**src/rtl/irb_pkg.sv**
```systemverilog
package irb_pkg;

   localparam int NUM_REGS = 5;

   typedef enum logic [2:0] {
      IX_CTRL    = 3'd0,
      IX_STN_LO  = 3'd1,
      IX_STN_HI  = 3'd2,
      IX_HASH_LO = 3'd3,
      IX_HASH_HI = 3'd4
   } reg_idx_e;

   // Internal address of each bank slot.
   function automatic int unsigned reg_addr(int idx);
      case (idx)
         int'(IX_CTRL):    return 32'h10;
         int'(IX_STN_LO):  return 32'h11;
         int'(IX_STN_HI):  return 32'h12;
         int'(IX_HASH_LO): return 32'h18;
         default:          return 32'h19;
      endcase
   endfunction

   // Stored width of a slot: the station high half is narrow.
   function automatic int keep_w(int idx, int dw, int nw);
      return (idx == int'(IX_STN_HI)) ? nw : dw;
   endfunction

   // Bit offset of a slot inside the packed bank image.
   function automatic int slot_lsb(int idx, int dw, int nw);
      int s;
      s = 0;
      for (int j = 0; j < idx; j++) s += keep_w(j, dw, nw);
      return s;
   endfunction

   function automatic bit addr_known(int unsigned a);
      for (int i = 0; i < NUM_REGS; i++)
         if (reg_addr(i) == a) return 1'b1;
      return 1'b0;
   endfunction

endpackage

```
**src/rtl/irb_host_port.sv**
```systemverilog
module irb_host_port #(
   parameter int DATA_W   = 32,
   parameter int IADDR_W  = 8,
   parameter int HOST_AW  = 2,
   parameter int CMD_OFS  = 0,
   parameter int DATA_OFS = 1
) (
   input  logic               host_we,
   input  logic [HOST_AW-1:0] host_addr,
   input  logic [DATA_W-1:0]  host_wdata,
   input  logic               busy,
   input  logic               rnw_q,
   input  logic [IADDR_W-1:0] addr_q,
   input  logic [DATA_W-1:0]  data_q,
   output logic               go,
   output logic               go_rnw,
   output logic [IADDR_W-1:0] go_addr,
   output logic               data_wr,
   output logic [DATA_W-1:0]  host_rdata
);

   localparam int START_BIT = DATA_W - 1;
   localparam int DIR_BIT   = DATA_W - 2;

   logic              cmd_sel;
   logic              data_sel;
   logic [DATA_W-1:0] cmd_view;

   assign cmd_sel  = (host_addr == HOST_AW'(CMD_OFS));
   assign data_sel = (host_addr == HOST_AW'(DATA_OFS));

   // Host side is locked out entirely while an access is in flight.
   assign go      = host_we && cmd_sel && host_wdata[START_BIT] && !busy;
   assign go_rnw  = host_wdata[DIR_BIT];
   assign go_addr = host_wdata[IADDR_W-1:0];
   assign data_wr = host_we && data_sel && !busy;

   always_comb begin
      cmd_view               = '0;
      cmd_view[START_BIT]    = busy;
      cmd_view[DIR_BIT]      = rnw_q;
      cmd_view[IADDR_W-1:0]  = addr_q;
   end

   always_comb begin
      if (cmd_sel)       host_rdata = cmd_view;
      else if (data_sel) host_rdata = data_q;
      else               host_rdata = '0;
   end

endmodule

```
**src/rtl/irb_sequencer.sv**
```systemverilog
module irb_sequencer #(
   parameter int DATA_W  = 32,
   parameter int IADDR_W = 8,
   parameter int LAT     = 4
) (
   input  logic               clk,
   input  logic               rst_n,
   input  logic               go,
   input  logic               go_rnw,
   input  logic [IADDR_W-1:0] go_addr,
   input  logic               data_wr,
   input  logic [DATA_W-1:0]  data_in,
   input  logic [DATA_W-1:0]  rd_data,
   output logic               busy,
   output logic               rnw_q,
   output logic [IADDR_W-1:0] addr_q,
   output logic [DATA_W-1:0]  data_q,
   output logic               done
);

   localparam int CW = (LAT > 1) ? $clog2(LAT) : 1;

   always_ff @(posedge clk) begin
      if (!rst_n) begin
         busy   <= 1'b0;
         rnw_q  <= 1'b0;
         addr_q <= '0;
      end else if (go) begin
         busy   <= 1'b1;
         rnw_q  <= go_rnw;
         addr_q <= go_addr;
      end else if (done) begin
         busy   <= 1'b0;
      end
   end

   generate
      if (LAT == 1) begin : g_single
         assign done = busy;
      end else begin : g_count
         logic [CW-1:0] cnt;
         always_ff @(posedge clk) begin
            if (!rst_n)                  cnt <= '0;
            else if (go)                 cnt <= CW'(LAT - 1);
            else if (busy && cnt != '0)  cnt <= cnt - 1'b1;
         end
         assign done = busy && (cnt == '0);
      end
   endgenerate

   always_ff @(posedge clk) begin
      if (!rst_n)              data_q <= '0;
      else if (data_wr)        data_q <= data_in;
      else if (done && rnw_q)  data_q <= rd_data;
   end

endmodule

```
**src/rtl/irb_regbank.sv**
```systemverilog
module irb_regbank
   import irb_pkg::*;
#(
   parameter int DATA_W   = 32,
   parameter int IADDR_W  = 8,
   parameter int NARROW_W = 16,
   localparam int FLAT_W  = slot_lsb(NUM_REGS, DATA_W, NARROW_W)
) (
   input  logic               clk,
   input  logic               rst_n,
   input  logic               wr_en,
   input  logic [IADDR_W-1:0] acc_addr,
   input  logic [DATA_W-1:0]  wr_data,
   output logic [DATA_W-1:0]  rd_data,
   output logic [FLAT_W-1:0]  bank_flat
);

   logic [NUM_REGS-1:0]        hit;
   logic [NUM_REGS*DATA_W-1:0] slot_rd;

   genvar gi;
   generate
      for (gi = 0; gi < NUM_REGS; gi++) begin : g_slot
         localparam int KEEP = keep_w(gi, DATA_W, NARROW_W);
         localparam int LSB  = slot_lsb(gi, DATA_W, NARROW_W);
         logic [KEEP-1:0] q;

         assign hit[gi] = (acc_addr == IADDR_W'(reg_addr(gi)));

         always_ff @(posedge clk) begin
            if (!rst_n)                q <= '0;
            else if (wr_en && hit[gi]) q <= wr_data[KEEP-1:0];
         end

         assign bank_flat[LSB +: KEEP]          = q;
         assign slot_rd[gi*DATA_W +: DATA_W]    = hit[gi] ? DATA_W'(q) : '0;
      end
   endgenerate

   // Unmatched addresses fall through as zero.
   always_comb begin
      rd_data = '0;
      for (int i = 0; i < NUM_REGS; i++)
         rd_data = rd_data | slot_rd[i*DATA_W +: DATA_W];
   end

endmodule

```
**src/rtl/csr_window_bridge.sv**
```systemverilog
module csr_window_bridge
   import irb_pkg::*;
#(
   parameter int DATA_W   = 32,
   parameter int IADDR_W  = 8,
   parameter int NARROW_W = 16,
   parameter int HOST_AW  = 2,
   parameter int CMD_OFS  = 0,
   parameter int DATA_OFS = 1,
   parameter int LAT      = 4
) (
   input  logic                         clk,
   input  logic                         rst_n,
   input  logic                         host_we,
   input  logic [HOST_AW-1:0]           host_addr,
   input  logic [DATA_W-1:0]            host_wdata,
   output logic [DATA_W-1:0]            host_rdata,
   output logic [DATA_W-1:0]            ctrl_word,
   output logic [DATA_W+NARROW_W-1:0]   station_addr,
   output logic [2*DATA_W-1:0]          hash_word
);

   localparam int FLAT_W = slot_lsb(NUM_REGS, DATA_W, NARROW_W);
   localparam int L_CTRL = slot_lsb(int'(IX_CTRL), DATA_W, NARROW_W);
   localparam int L_SLO  = slot_lsb(int'(IX_STN_LO), DATA_W, NARROW_W);
   localparam int L_SHI  = slot_lsb(int'(IX_STN_HI), DATA_W, NARROW_W);
   localparam int L_HLO  = slot_lsb(int'(IX_HASH_LO), DATA_W, NARROW_W);
   localparam int L_HHI  = slot_lsb(int'(IX_HASH_HI), DATA_W, NARROW_W);

   generate
      if (DATA_W < 16 || DATA_W > 64) begin : g_bad_dw
         $error("DATA_W must lie in 16..64");
      end
      if (IADDR_W < 5 || IADDR_W > DATA_W - 2) begin : g_bad_aw
         $error("IADDR_W must hold the bank addresses and leave room for the flags");
      end
      if (NARROW_W < 1 || NARROW_W >= DATA_W) begin : g_bad_nw
         $error("NARROW_W must be narrower than DATA_W");
      end
      if (LAT < 1) begin : g_bad_lat
         $error("LAT must be at least 1");
      end
      if (CMD_OFS == DATA_OFS || CMD_OFS >= (1 << HOST_AW) || DATA_OFS >= (1 << HOST_AW)) begin : g_bad_ofs
         $error("host offsets must differ and fit HOST_AW");
      end
   endgenerate

   logic               go;
   logic               go_rnw;
   logic [IADDR_W-1:0] go_addr;
   logic               data_wr;
   logic               busy;
   logic               rnw_q;
   logic [IADDR_W-1:0] addr_q;
   logic [DATA_W-1:0]  data_q;
   logic               done;
   logic [DATA_W-1:0]  rd_data;
   logic [FLAT_W-1:0]  bank_flat;

   irb_host_port #(
      .DATA_W(DATA_W), .IADDR_W(IADDR_W), .HOST_AW(HOST_AW),
      .CMD_OFS(CMD_OFS), .DATA_OFS(DATA_OFS)
   ) u_host (
      .host_we    (host_we),
      .host_addr  (host_addr),
      .host_wdata (host_wdata),
      .busy       (busy),
      .rnw_q      (rnw_q),
      .addr_q     (addr_q),
      .data_q     (data_q),
      .go         (go),
      .go_rnw     (go_rnw),
      .go_addr    (go_addr),
      .data_wr    (data_wr),
      .host_rdata (host_rdata)
   );

   irb_sequencer #(
      .DATA_W(DATA_W), .IADDR_W(IADDR_W), .LAT(LAT)
   ) u_seq (
      .clk     (clk),
      .rst_n   (rst_n),
      .go      (go),
      .go_rnw  (go_rnw),
      .go_addr (go_addr),
      .data_wr (data_wr),
      .data_in (host_wdata),
      .rd_data (rd_data),
      .busy    (busy),
      .rnw_q   (rnw_q),
      .addr_q  (addr_q),
      .data_q  (data_q),
      .done    (done)
   );

   irb_regbank #(
      .DATA_W(DATA_W), .IADDR_W(IADDR_W), .NARROW_W(NARROW_W)
   ) u_bank (
      .clk       (clk),
      .rst_n     (rst_n),
      .wr_en     (done && !rnw_q),
      .acc_addr  (addr_q),
      .wr_data   (data_q),
      .rd_data   (rd_data),
      .bank_flat (bank_flat)
   );

   assign ctrl_word    = bank_flat[L_CTRL +: DATA_W];
   assign station_addr = {bank_flat[L_SHI +: NARROW_W], bank_flat[L_SLO +: DATA_W]};
   assign hash_word    = {bank_flat[L_HHI +: DATA_W], bank_flat[L_HLO +: DATA_W]};

endmodule

```
**config.mk**
```make
export PLATFORM = sky130hd
export DESIGN_NAME = csr_window_bridge
export DESIGN_NICKNAME = d
export VERILOG_FILES = /design/src/rtl/irb_pkg.sv /design/src/rtl/irb_host_port.sv /design/src/rtl/irb_sequencer.sv /design/src/rtl/irb_regbank.sv /design/src/rtl/csr_window_bridge.sv
export SDC_FILE = /design/constraint.sdc
export NUM_CORES = 1
export LEC_CHECK = 0
export BUFFER_PORTS_ARGS = -buffer_cell sky130_fd_sc_hd__clkbuf_2
export CAP_MARGIN = 5
export CORE_MARGIN = 3
export CORE_UTILIZATION = 40
export CTS_BUF_LIST = sky130_fd_sc_hd__clkbuf_16
export DETAILED_ROUTE_END_ITERATION = 16
export GPL_TIMING_DRIVEN = 1
export HOLD_SLACK_MARGIN = 0.06
export SLEW_MARGIN = 20
export SYNTH_ARGS = -nofsm -noshare
export SYNTH_HDL_FRONTEND = slang
export SYNTH_SLANG_ARGS = --single-unit
```
**constraint.sdc**
```tcl
create_clock -name clk -period 3.1 [get_ports clk]
set_input_delay 0.155 -clock clk [delete_from_list [all_inputs] [get_ports clk]]
set_output_delay 0.155 -clock clk [all_outputs]
set_load 0.02 [all_outputs]
```
# Yosys cells after proc, flatten, opt, wreduce, memory -nomap -nowiden
# Cells that the tools add are included.
# op_classes
addsub	1
n_eq_ne	6
n_mux	13
bitwise	4
n_reduce_logical	22
# op_table
op	n
$mux 32	8
$or 32x32->32	4
$eq 8x5->1 const B	5
$mux 16	1
$logic_and 1x1->1	14
$reduce_bool 2->1	4
$logic_not 2->1	2
$mux 2	2
$eq 2x1->1 const B	1
$logic_not 1->1	2
$mux 1	2
$sub 2x1->2 const B	1
# totals
ff_bits	188
in_bits	37
output_inout_bits	176

# Longest topological paths before layout
# Gate-level depths: netlist of the first run.
# depth
depth_word	8
depth_mapped	8

# By module
# From an unflattened synthesis of the first run, not the netlist that was laid out.
# hier_totals
hier_cells	913
hier_area_um2	8725.9
# by_module_without_submodules
module	n_inst	cells_per_inst	area_per_inst_um2	seq_area_each_um2
irb_regbank	1	668	6454.9	2882.8
irb_sequencer	1	185	1856.8	880.8
irb_host_port	1	59	400.4	0.0
csr_window_bridge	1	1	13.8	0.0

# Worst setup path before layout of the first run
# OpenSTA, ideal clock, no wires.
# synth_path
path_kind	register -> register
from	register u_seq.addr_q[7]
to	register u_bank.g_slot[1].q[2]
t_arrival_ns	1.865
path_slack_ns	1.117
path_stages_with_launch	8
path_buffers	3
synth_period_minus_slack_ns	1.983
cell_sequence	dfxtp_1 > or4b_1 > buf_6 > or4_1 > buf_2 > buf_6 > nand2_2 > a21boi_2
# synth_via
elab_chain_cells	2
# synth_lines
item	line_no	text
start: declaration	irb_sequencer.sv:16	output logic [IADDR_W-1:0] addr_q,
start signal: assignment	irb_sequencer.sv:31	addr_q <= go_addr;
$eq 8x5->1	irb_regbank.sv:28	assign hit[gi] = (acc_addr == IADDR_W'(reg_addr(gi)));
$logic_and 1x1->1	irb_regbank.sv:32	else if (wr_en && hit[gi]) q <= wr_data[KEEP-1:0];
end signal: assignment	irb_regbank.sv:32	
end: declaration	irb_regbank.sv:26	logic [KEEP-1:0] q;
# No other way between the ends.
# A chain may end at the register's enable or synchronous reset.

# Worst setup path in the final report of the first run
# layout_path
from	register u_seq.addr_q[3]
to	register u_bank.g_slot[4].q[19]
# layout_via
elab_chain_cells	2
# layout_lines
item	line_no
$eq 8x5->1	irb_regbank.sv:28
$logic_and 1x1->1	irb_regbank.sv:32
end signal: assignment	irb_regbank.sv:32
end: declaration	irb_regbank.sv:26
# No other way between the ends.

==> reports/qor.txt, run 1 <==
sequential fraction of the synthesis area: 0.415
Commonest cells post-synth: 259 x nand2_1, 188 x dfxtp_1, 58 x a21boi_2
asr flop ratio synth: 0
Leak Pwr: 4.17 nW
layout cells sized above 1: 0.326
element type at the critical path start: flop
row cnt: 54
fin crit share: 0.791
Worst-Skew Late Latency: 420 ps
hold crit path type: input port to flop
Placed Cells: 1445
DRT iter0 DRCs: 714
pwr/cell area: 444 nW/um^2
number of global-route vias before repair: 7968
final worst hold slack: 76.5 ps
Yosys cell types: 39
CTS tree: yes
most common cell in the synthesized netlist: nand2_1
die area: 24500 sq um
Most used DFF post-synth: dfxtp_1
Max Fclk: 408 MHz
synthesized area per cell: 8.92 sq um
setup bufs post-CTS: 0
first-pass GRT wire length: 46.4 mm
die width: 157 um
gr ovfl total: 0
dpl hpwl: 20.4 mm
Slew Viols, Final: 0
Final Setup Violations: 0
Max Cap Viol: 0
# clock sinks: 188
crit path time final: 2450 ps
nets: 1232
status: completed
starting density of the core: 0.411
Finished Layout Cells: 1487
Critical Path AT: 2760 ps
DIE HEIGHT: 157 um
Critical Path Fanout Max: 32
vias per cell: 5.48
Area contributors post-synth: dfxtp_1 41%, nand2_1 11%, a21boi_2 7.2%
Least-Margin Pin Slew: 845 ps
Post-Synthesis Cells: 1018
drt first pass iters: 4
# port buffers: 212
Syn Nets: 1056
final WL: 30.2 mm
DR DRC count: 0
CTS Buf Count: 17
H-tree depth: 4
Final GP Congestion: 0.798
Syn Std Cell Area: 9080 sq um
synth warn: 0
antenna violations before repair: 0
unrepaired setup endpoints after global routing: no
endpoints failing hold: 0
Avg WL per Cell: 20.3 um
worst rel slew slack: 0.434
CP required: 3410 ps
Yosys top cell area share: 0.415
area leader, netlist: dfxtp_1
Critical Path Sink Type: flop
critical path type: flop to flop
VDD IR max: 0.315 mV
post-cts hold buffer count: 10
setup TNS: 0 ps
post-route ant nets: 0
global-route usage over all layers: 0.242
core area: 22100 sq um
Layout area overhead: 20.4%
clock tree buffer depth: 2
Yosys reg bits: 188
ANT cells: 0
largest net degree at the start of global routing: 89
IO Count: 213
Root Driver: clkbuf_16
Worst Skew: 13.3 ps
EDFF count, synth: 0
clock slew at reported path FFs: 70 ps
Vias: 8149
CTS resizes: 0
state kept, by name (all words and copies together) (netlist names):
register and cells:
u_seq.busy 1, u_bank.g_slot.q 144, u_seq.data_q 32, u_seq.g_count.cnt 2, u_seq.addr_q 8, u_seq.rnw_q 1
kinds of logic after synthesis:
| kind of cell | synth area share |
|---|---|
| adder cells (fa/ha/maj) | 0.00138 |
| multiplexers | 0.0772 |
| AND/OR/NAND/NOR | 0.203 |
| AO/OA/AOI/OAI | 0.244 |
| XOR/XNOR | 0.000965 |
| flip-flops | 0.415 |
| buffers and inverters | 0.0584 |
metal layers:
metal	global-route usage	vias up	wire length (um)
li1	-	3875	-
met1	0.333	3915	13600
met2	0.380	317	13900
met3	0.0525	42	2150
met4	0.0725	0	566
met5	0	-	0
layout make-up:
| cell class | count | area, sq um |
|---|---|---|
| Tap cell | 280 | 350 |
| Sequential cell | 188 | 3760 |
| Fill cell | 2181 | 11200 |
| Multi-Input combinational cell | 729 | 4800 |
| Inverter | 3 | 11.3 |
| Clock inverter | 15 | 149 |
| Timing Repair Buffer | 255 | 1420 |
| Clock buffer | 17 | 425 |
cell usage in the layout, fill, tap and decap left out, drive strengths merged, types with 3 or more instances in the layout:
master / Yosys / final
and2: 24 / 24
a22oi: 24 / 24
nor3: 5 / 5
a22o: 24 / 24
clkinv: 0 / 7
o221ai: 32 / 32
nand2: 281 / 281
o21a: 3 / 3
dlygate4sd3: 0 / 10
nor2: 32 / 32
a21boi: 128 / 128
nor4: 4 / 4
or3: 3 / 3
inv: 3 / 7
a21oi: 25 / 25
dfxtp: 188 / 188
nor2b: 30 / 30
mux2i: 43 / 43
clkbuf: 54 / 228
buf: 44 / 34
mux2: 24 / 24
a31oi: 24 / 24
a221oi: 8 / 8
path summary, 6_finish.rpt:
check | slack, ps | end | startpoint | cells after the start
worst max-delay path | 650 | u_bank.g_slot[4].q[19] | u_seq.addr_q[3] | 4
worst min-delay path | 80 | u_seq.addr_q[7] | host_wdata[7] | 3
worst max register to register | 650 | u_bank.g_slot[4].q[19] | u_seq.addr_q[3] | 4
worst min register to register | 470 | u_bank.g_slot[4].q[11] | u_bank.g_slot[4].q[11] | 2
report_power, final:
| part | internal (W) | switching (W) | total, W |
|---|---|---|---|
| Combinational | 0.000101 | 0.000139 | 0.000240 |
| Clock | 0.00119 | 0.000978 | 0.00217 |
| Sequential | 0.00242 | 0.0000218 | 0.00245 |
| Total | 0.00371 | 0.00114 | 0.00485 |
metrics by stage:
stage	total power (W)	util	cell area [sq um]	setup WS [ps]
finish	0.00485	0.495	10900	648
global route	0.00500	0.495	10900	508
CTS	0.00488	0.495	10900	632
detailed placement	0.00273	0.464	10300	638
global placement	0.00273	0.464	10300	700
floorplan	0.00264	-	9080	1120
worst max-delay path, cell delays in order, from the launching register on:
cell and delay (ps):
dfxtp_2 620, nand4b_1 340, or4_2 1070, nand2_1 230
a21boi_2 70
No activity file was read; power rests on OpenSTA's default activity.
==> run 2, diff against run 1 <==
clock period = 2 ns   (was 3.1 ns; I/O delays follow)
==> reports/qor.txt, run 2 (synthesized netlist as in run 1, its figures left out) <==
Finished Cell Area: 11600 sq um (+6.5%)
Layout area overhead: 28.2%
reg2reg setup slack: 50 ps (-600 ps)
pwr/cell area: 653 nW/um^2 (+47%)
CTS Buf Count: 17 (unchanged)
overall power: 0.00760 W (+57%)
Largest register FFs: 144 (unchanged)
largest registers: u_bank.g_slot.q (144), u_seq.data_q (32), u_seq.addr_q (8)
Least-Margin Pin Slew: 503 ps (-342 ps)
Worst-Skew Late Latency: 430 ps (about the same)
status: completed
first-pass GRT wire length: 47.0 mm (+1.4%)
DRT iter0 DRCs: 634 (-11%)
r2r startpoint: u_seq.addr_q[7]
Net Sw Power: 0.00179 W (+57%)
CTS tree: yes
clock tree buffer depth: 2 (unchanged)
Clock power frac: 0.443 (-0.003)
CP required: 2350 ps (-1060 ps)
core area: 22100 sq um (unchanged)
ANT cells: 0 (unchanged)
unrepaired setup endpoints after global routing: yes
Worst Skew: 10.1 ps (-3.18 ps)
crit path from: u_seq.addr_q[7]
layout cells sized above 1: 0.341 (+0.0148)
starting density of the core: 0.411 (unchanged)
CP endpoint: u_bank.g_slot[4].q[11]
hold depth: 3 (unchanged)
Critical Path AT: 2310 ps (-450 ps)
Leak Pwr: 4.51 nW (+8.1%)
Final GP Congestion: 0.805 (+0.86%)
fin crit share: 0.976 (+0.185)
clock slew at reported path FFs: 70 ps (about the same)
# clock sinks: 188 (unchanged)
Max Cap Viol: 0 (unchanged)
endpoints failing hold: 0 (unchanged)
Critical Path Fanout Max: 19 (-41%)
die area: 24500 sq um (unchanged)
row cnt: 54 (unchanged)
element type at the critical path start: flop
Placed Area: 10600 sq um (+3.5%)
Sw Ratio: 0.235 (+0.000379)
commonest cells after routing, fill and taps aside: 259 x nand2_1, 211 x clkbuf_2, 187 x dfxtp_1
# port buffers: 212 (unchanged)
nets: 1289 (+4.6%)
setup ws final: 48.4 ps (-600 ps)
Root Driver: clkbuf_16
Reg with most FFs: u_bank.g_slot.q
number of global-route vias before repair: 8063 (+1.2%)
drt first pass iters: 5 (+1)
Vias: 8376 (+2.8%)
gr ovfl total: 0 (unchanged)
post-route ant nets: 0 (unchanged)
IO Count: 213 (unchanged)
most common cell after layout, fill and taps aside: nand2_1
sequential power share: 0.499 (-0.005)
final WL: 30.8 mm (+2.1%)
vias per cell: 5.43 (-0.94%)
Finished Layout Cells: 1543 (+3.8%)
worst r2r path cells: 6 (+2)
antenna violations before repair: 0 (unchanged)
Final Setup Violations: 0 (unchanged)
Critical R2R Capture: u_bank.g_slot[4].q[11]
crit path time final: 1950 ps (-500 ps)
combinational fraction of design power: 0.058 (+0.009)
hold crit path type: input port to flop
worst rel slew slack: 0.663 (+0.230)
dpl hpwl: 21.0 mm (+3.3%)
VDD IR max: 0.469 mV (+49%)
global-route usage over all layers: 0.246 (+0.00418)
Placed Cells: 1478 (+2.3%)
Max Fclk: 512 MHz (+26%)
Slew Viols, Final: 0 (unchanged)
critical path type: flop to flop
H-tree depth: 4 (unchanged)
P_int: 0.00581 W (+56%)
DR DRC count: 0 (unchanged)
post-placement setup slack: -151 ps (-789 ps)
Avg WL per Cell: 20.0 um (-1.6%)
die width: 157 um (unchanged)
DIE HEIGHT: 157 um (unchanged)
Filler cells: 2078 (-4.7%)
largest net degree at the start of global routing: 85 (-4.5%)
Critical Path Sink Type: flop
==> run 2: cell types whose count changed in the layout (fill, tap and decap cells not counted), moves of 2 or more <==
cell           change
or4_2              -2
or3_4              +2
a21boi_0           -2
clkinv_1           +2
buf_12            +11
a21boi_1           +2
buf_4             +11
or3_1              -2
dlygate4sd3_1     +22
clkinv_2           -2
inv_8              +2
buf_6             +11
or4_4              +2
==> run 2: critical path: stages, from the launching register on <==
cell      delay (ps)
dfxtp_1          310
or4b_4           580
buf_12           180
nor4_4           310
buf_6            270
nand2_1           80
a21boi_1         130
==> run 2: final cells by class <==
type | count | area [sq um] | area share
clock buffers | 17 | 425 | 0.0366
well taps | 280 | 350 | 0.0301
repair buffers | 312 | 2110 | 0.181
inverters | 3 | 11.3 | 0.000968
multi-input cells | 729 | 4820 | 0.415
clock inverters | 14 | 148 | 0.0127
flip-flops and latches | 188 | 3760 | 0.324
==> run 2: through the flow <==
step / hold WS, ps / TNS (ps) / utilization
3_5_place_dp: 409 / -11700 / 0.480
4_1_cts: 75.4 / 0 / 0.523
6_report: 86.0 / 0 / 0.527
2_1_floorplan: 269 / 0 / -
3_3_place_gp: 409 / -7190 / 0.480
5_1_grt: 94.1 / -810 / 0.527
==> run 2: metal layers <==
layer / global-route usage / vias up / share of wire
met4: 0.0642 / 0 / 0.019
met5: 0 / - / 0
met3: 0.0418 / 46 / 0.070
li1: - / 4002 / -
met2: 0.394 / 347 / 0.46
met1: 0.344 / 3981 / 0.45
==> run 2: repair_timing <==
action,4_1_cts,5_1_grt
hold endpoints to repair,41,0
hold buffers,32,0
pin swaps,1,3
gates resized for setup,11,16
setup endpoints to repair,128,83
setup buffers,0,1
gates cloned,0,1
==> run 2: worst min path at each step <==
stage          slack (ps)          endpoint           start
5_1_grt                90  u_seq.data_q[17]           rst_n
6_report               90  u_seq.data_q[19]           rst_n
3_3_place_gp          410       u_seq.rnw_q  host_wdata[30]
4_1_cts                80  u_seq.data_q[17]           rst_n
2_1_floorplan         270   u_seq.addr_q[7]   host_wdata[7]
3_5_place_dp          410   u_seq.addr_q[1]   host_wdata[1]
==> run 2: power groups by stage <==
stage / clock network [W] / logic [W] / registers [W]
floorplan: 0 / 0.000230 / 0.00386
global placement: 0 / 0.000382 / 0.00388
detailed placement: 0 / 0.000381 / 0.00388
CTS: 0.00343 / 0.000432 / 0.00379
global route: 0.00359 / 0.000463 / 0.00379
finish: 0.00337 / 0.000439 / 0.00379
==> run 3, diff against run 2 <==
REMOVE_ABC_BUFFERS = 1   (was default)
==> reports/qor.txt, run 3 (synthesized netlist as in run 1, its figures left out) <==
Final GP Congestion: 0.803 (-0.21%)
Largest delay share family, worst path: simple AND/OR/NAND/NOR gates
row cnt: 54 (unchanged)
global-route usage over all layers: 0.245 (-0.00111)
Finished Layout Cells: 1543 (unchanged)
die width: 157 um (unchanged)
Slew Viols, Final: 0 (unchanged)
hold crit path type: input port to flop
layout cells sized above 1: 0.340 (-0.000792)
Root Driver: clkbuf_16
Reg with most FFs: u_bank.g_slot.q
gr ovfl total: 0 (unchanged)
number of global-route vias before repair: 7969 (-1.2%)
largest registers: u_bank.g_slot.q (144), u_seq.data_q (32), u_seq.addr_q (8)
first-pass GRT wire length: 46.5 mm (-1.1%)
IO Count: 213 (unchanged)
Worst path slowest cell: or4b_4
Worst-Skew Late Latency: 430 ps (about the same)
Layout area overhead: 27.6%
Largest register FFs: 144 (unchanged)
Leak Pwr: 4.49 nW (-0.59%)
largest net degree at the start of global routing: 64 (-25%)
Buf/Inv on CP: 1 (-1)
pwr/cell area: 652 nW/um^2 (-0.14%)
clock slew at reported path FFs: 70 ps (about the same)
post-route ant nets: 0 (unchanged)
clock tree buffer depth: 2 (unchanged)
nets: 1289 (unchanged)
crit path time final: 1950 ps (-0.713 ps)
antenna violations before repair: 1 (+1)
VDD IR max: 0.466 mV (-0.76%)
critical path type: flop to flop
fin util: 0.524 (-0.00215)
CTS Buf Count: 17 (unchanged)
CTS tree: yes
post-placement setup slack: -188 ps (-37.1 ps)
Vias: 8324 (-0.62%)
Max stage delay on crit path: 580 ps (about the same)
die area: 24500 sq um (unchanged)
Max Cap Viol: 0 (unchanged)
# clock sinks: 188 (unchanged)
Avg WL per Cell: 19.9 um (-0.18%)
Max Fclk: 513 MHz (about the same)
Filler cells: 2091 (+0.63%)
setup TNS: 0 ps (unchanged)
Critical Path Fanout Max: 19 (unchanged)
CP Cell Sequence: or4b_4, or4_4, buf_8, nand2_1, a21boi_2
# port buffers: 212 (unchanged)
status: completed
setup ws final: 49.1 ps (+0.713 ps)
CP required: 2310 ps (-40 ps)
core area: 22100 sq um (unchanged)
worst rel slew slack: 0.433 (-0.230)
element type at the critical path start: flop
final WL: 30.7 mm (-0.18%)
DIE HEIGHT: 157 um (unchanged)
Worst Skew: 15.3 ps (+5.16 ps)
Final Setup Violations: 0 (unchanged)
dpl hpwl: 20.6 mm (-2.2%)
Least-Margin Pin Slew: 847 ps (+344 ps)
DR DRC count: 0 (unchanged)
ANT cells: 0 (unchanged)
vias per cell: 5.39 (-0.62%)
commonest cells after routing, fill and taps aside: 258 x nand2_1, 211 x clkbuf_2, 187 x dfxtp_1
Critical Path Sink Type: flop
H-tree depth: 4 (unchanged)
DRT iter0 DRCs: 481 (-24%)
endpoints failing hold: 0 (unchanged)
starting density of the core: 0.411 (unchanged)
Placed Cells: 1476 (-0.14%)
most common cell after layout, fill and taps aside: nand2_1
drt first pass iters: 4 (-1)
fin crit share: 0.975 (about the same)
overall power: 0.00755 W (-0.55%)
Critical Path AT: 2260 ps (-50 ps)
run 3: cell count changes in the layout (fill, tap and decap cells not counted), sizes merged:
| cell | delta |
|---|---|
| clkinv | +3 |
| inv | -3 |
run 3: report_power, final:
group          total, W  leakage (nW)  switching, W  internal (W)
Clock           0.00333         0.264       0.00151       0.00182
Sequential      0.00379          1.52     0.0000286       0.00376
Combinational  0.000439          2.71      0.000234      0.000206
Total           0.00755          4.49       0.00178       0.00578
run 3: layer usage:
layer | part of all wire | track usage | vias to the layer above
met1 | 0.45 | 0.319 | 4029
met4 | 0.014 | 0.0575 | 2
met3 | 0.061 | 0.0597 | 31
met5 | 0.00042 | 0 | -
met2 | 0.48 | 0.410 | 269
li1 | - | - | 3993
run 3: final timing paths:
kind / from / to / slack [ps] / cells after the start
min reg2reg: u_bank.g_slot[3].q[25] / u_bank.g_slot[3].q[25] / 470 / 2
min: rst_n / u_seq.data_q[21] / 140 / 3
max: u_seq.addr_q[2] / u_bank.g_slot[4].q[5] / 50 / 5
max reg2reg: u_seq.addr_q[2] / u_bank.g_slot[4].q[5] / 50 / 5
run 3: final cells by class:
class,count,area [sq um],area share
clock buffers,17,425,0.0367
flip-flops and latches,188,3760,0.325
well taps,280,350,0.0302
inverters,3,11.3,0.000972
clock inverters,14,129,0.0111
multi-input cells,729,4830,0.417
repair buffers,312,2080,0.179
run 3: tightest hold or removal path: stages:
cell and delay (ps):
buf_4 240, o221ai_1 130, a31oi_1 50
run 3: timing repair:
item / CTS / global route
resized for setup: 14 / 5
buffers inserted: 2 / 1
endpoints found under the hold margin: 38 / 0
setup endpoints to repair: 128 / 41
gates cloned: 0 / 1
pin swaps: 1 / 2
hold buffers: 32 / 0
run 3: stage by stage:
| stage | area, sq um | hold slack (ps) |
|---|---|---|
| floorplan | 8560 | 217 |
| global placement | 10600 | 378 |
| detailed placement | 10600 | 399 |
| CTS | 11600 | 121 |
| global route | 11600 | 133 |
| finish | 11600 | 142 |
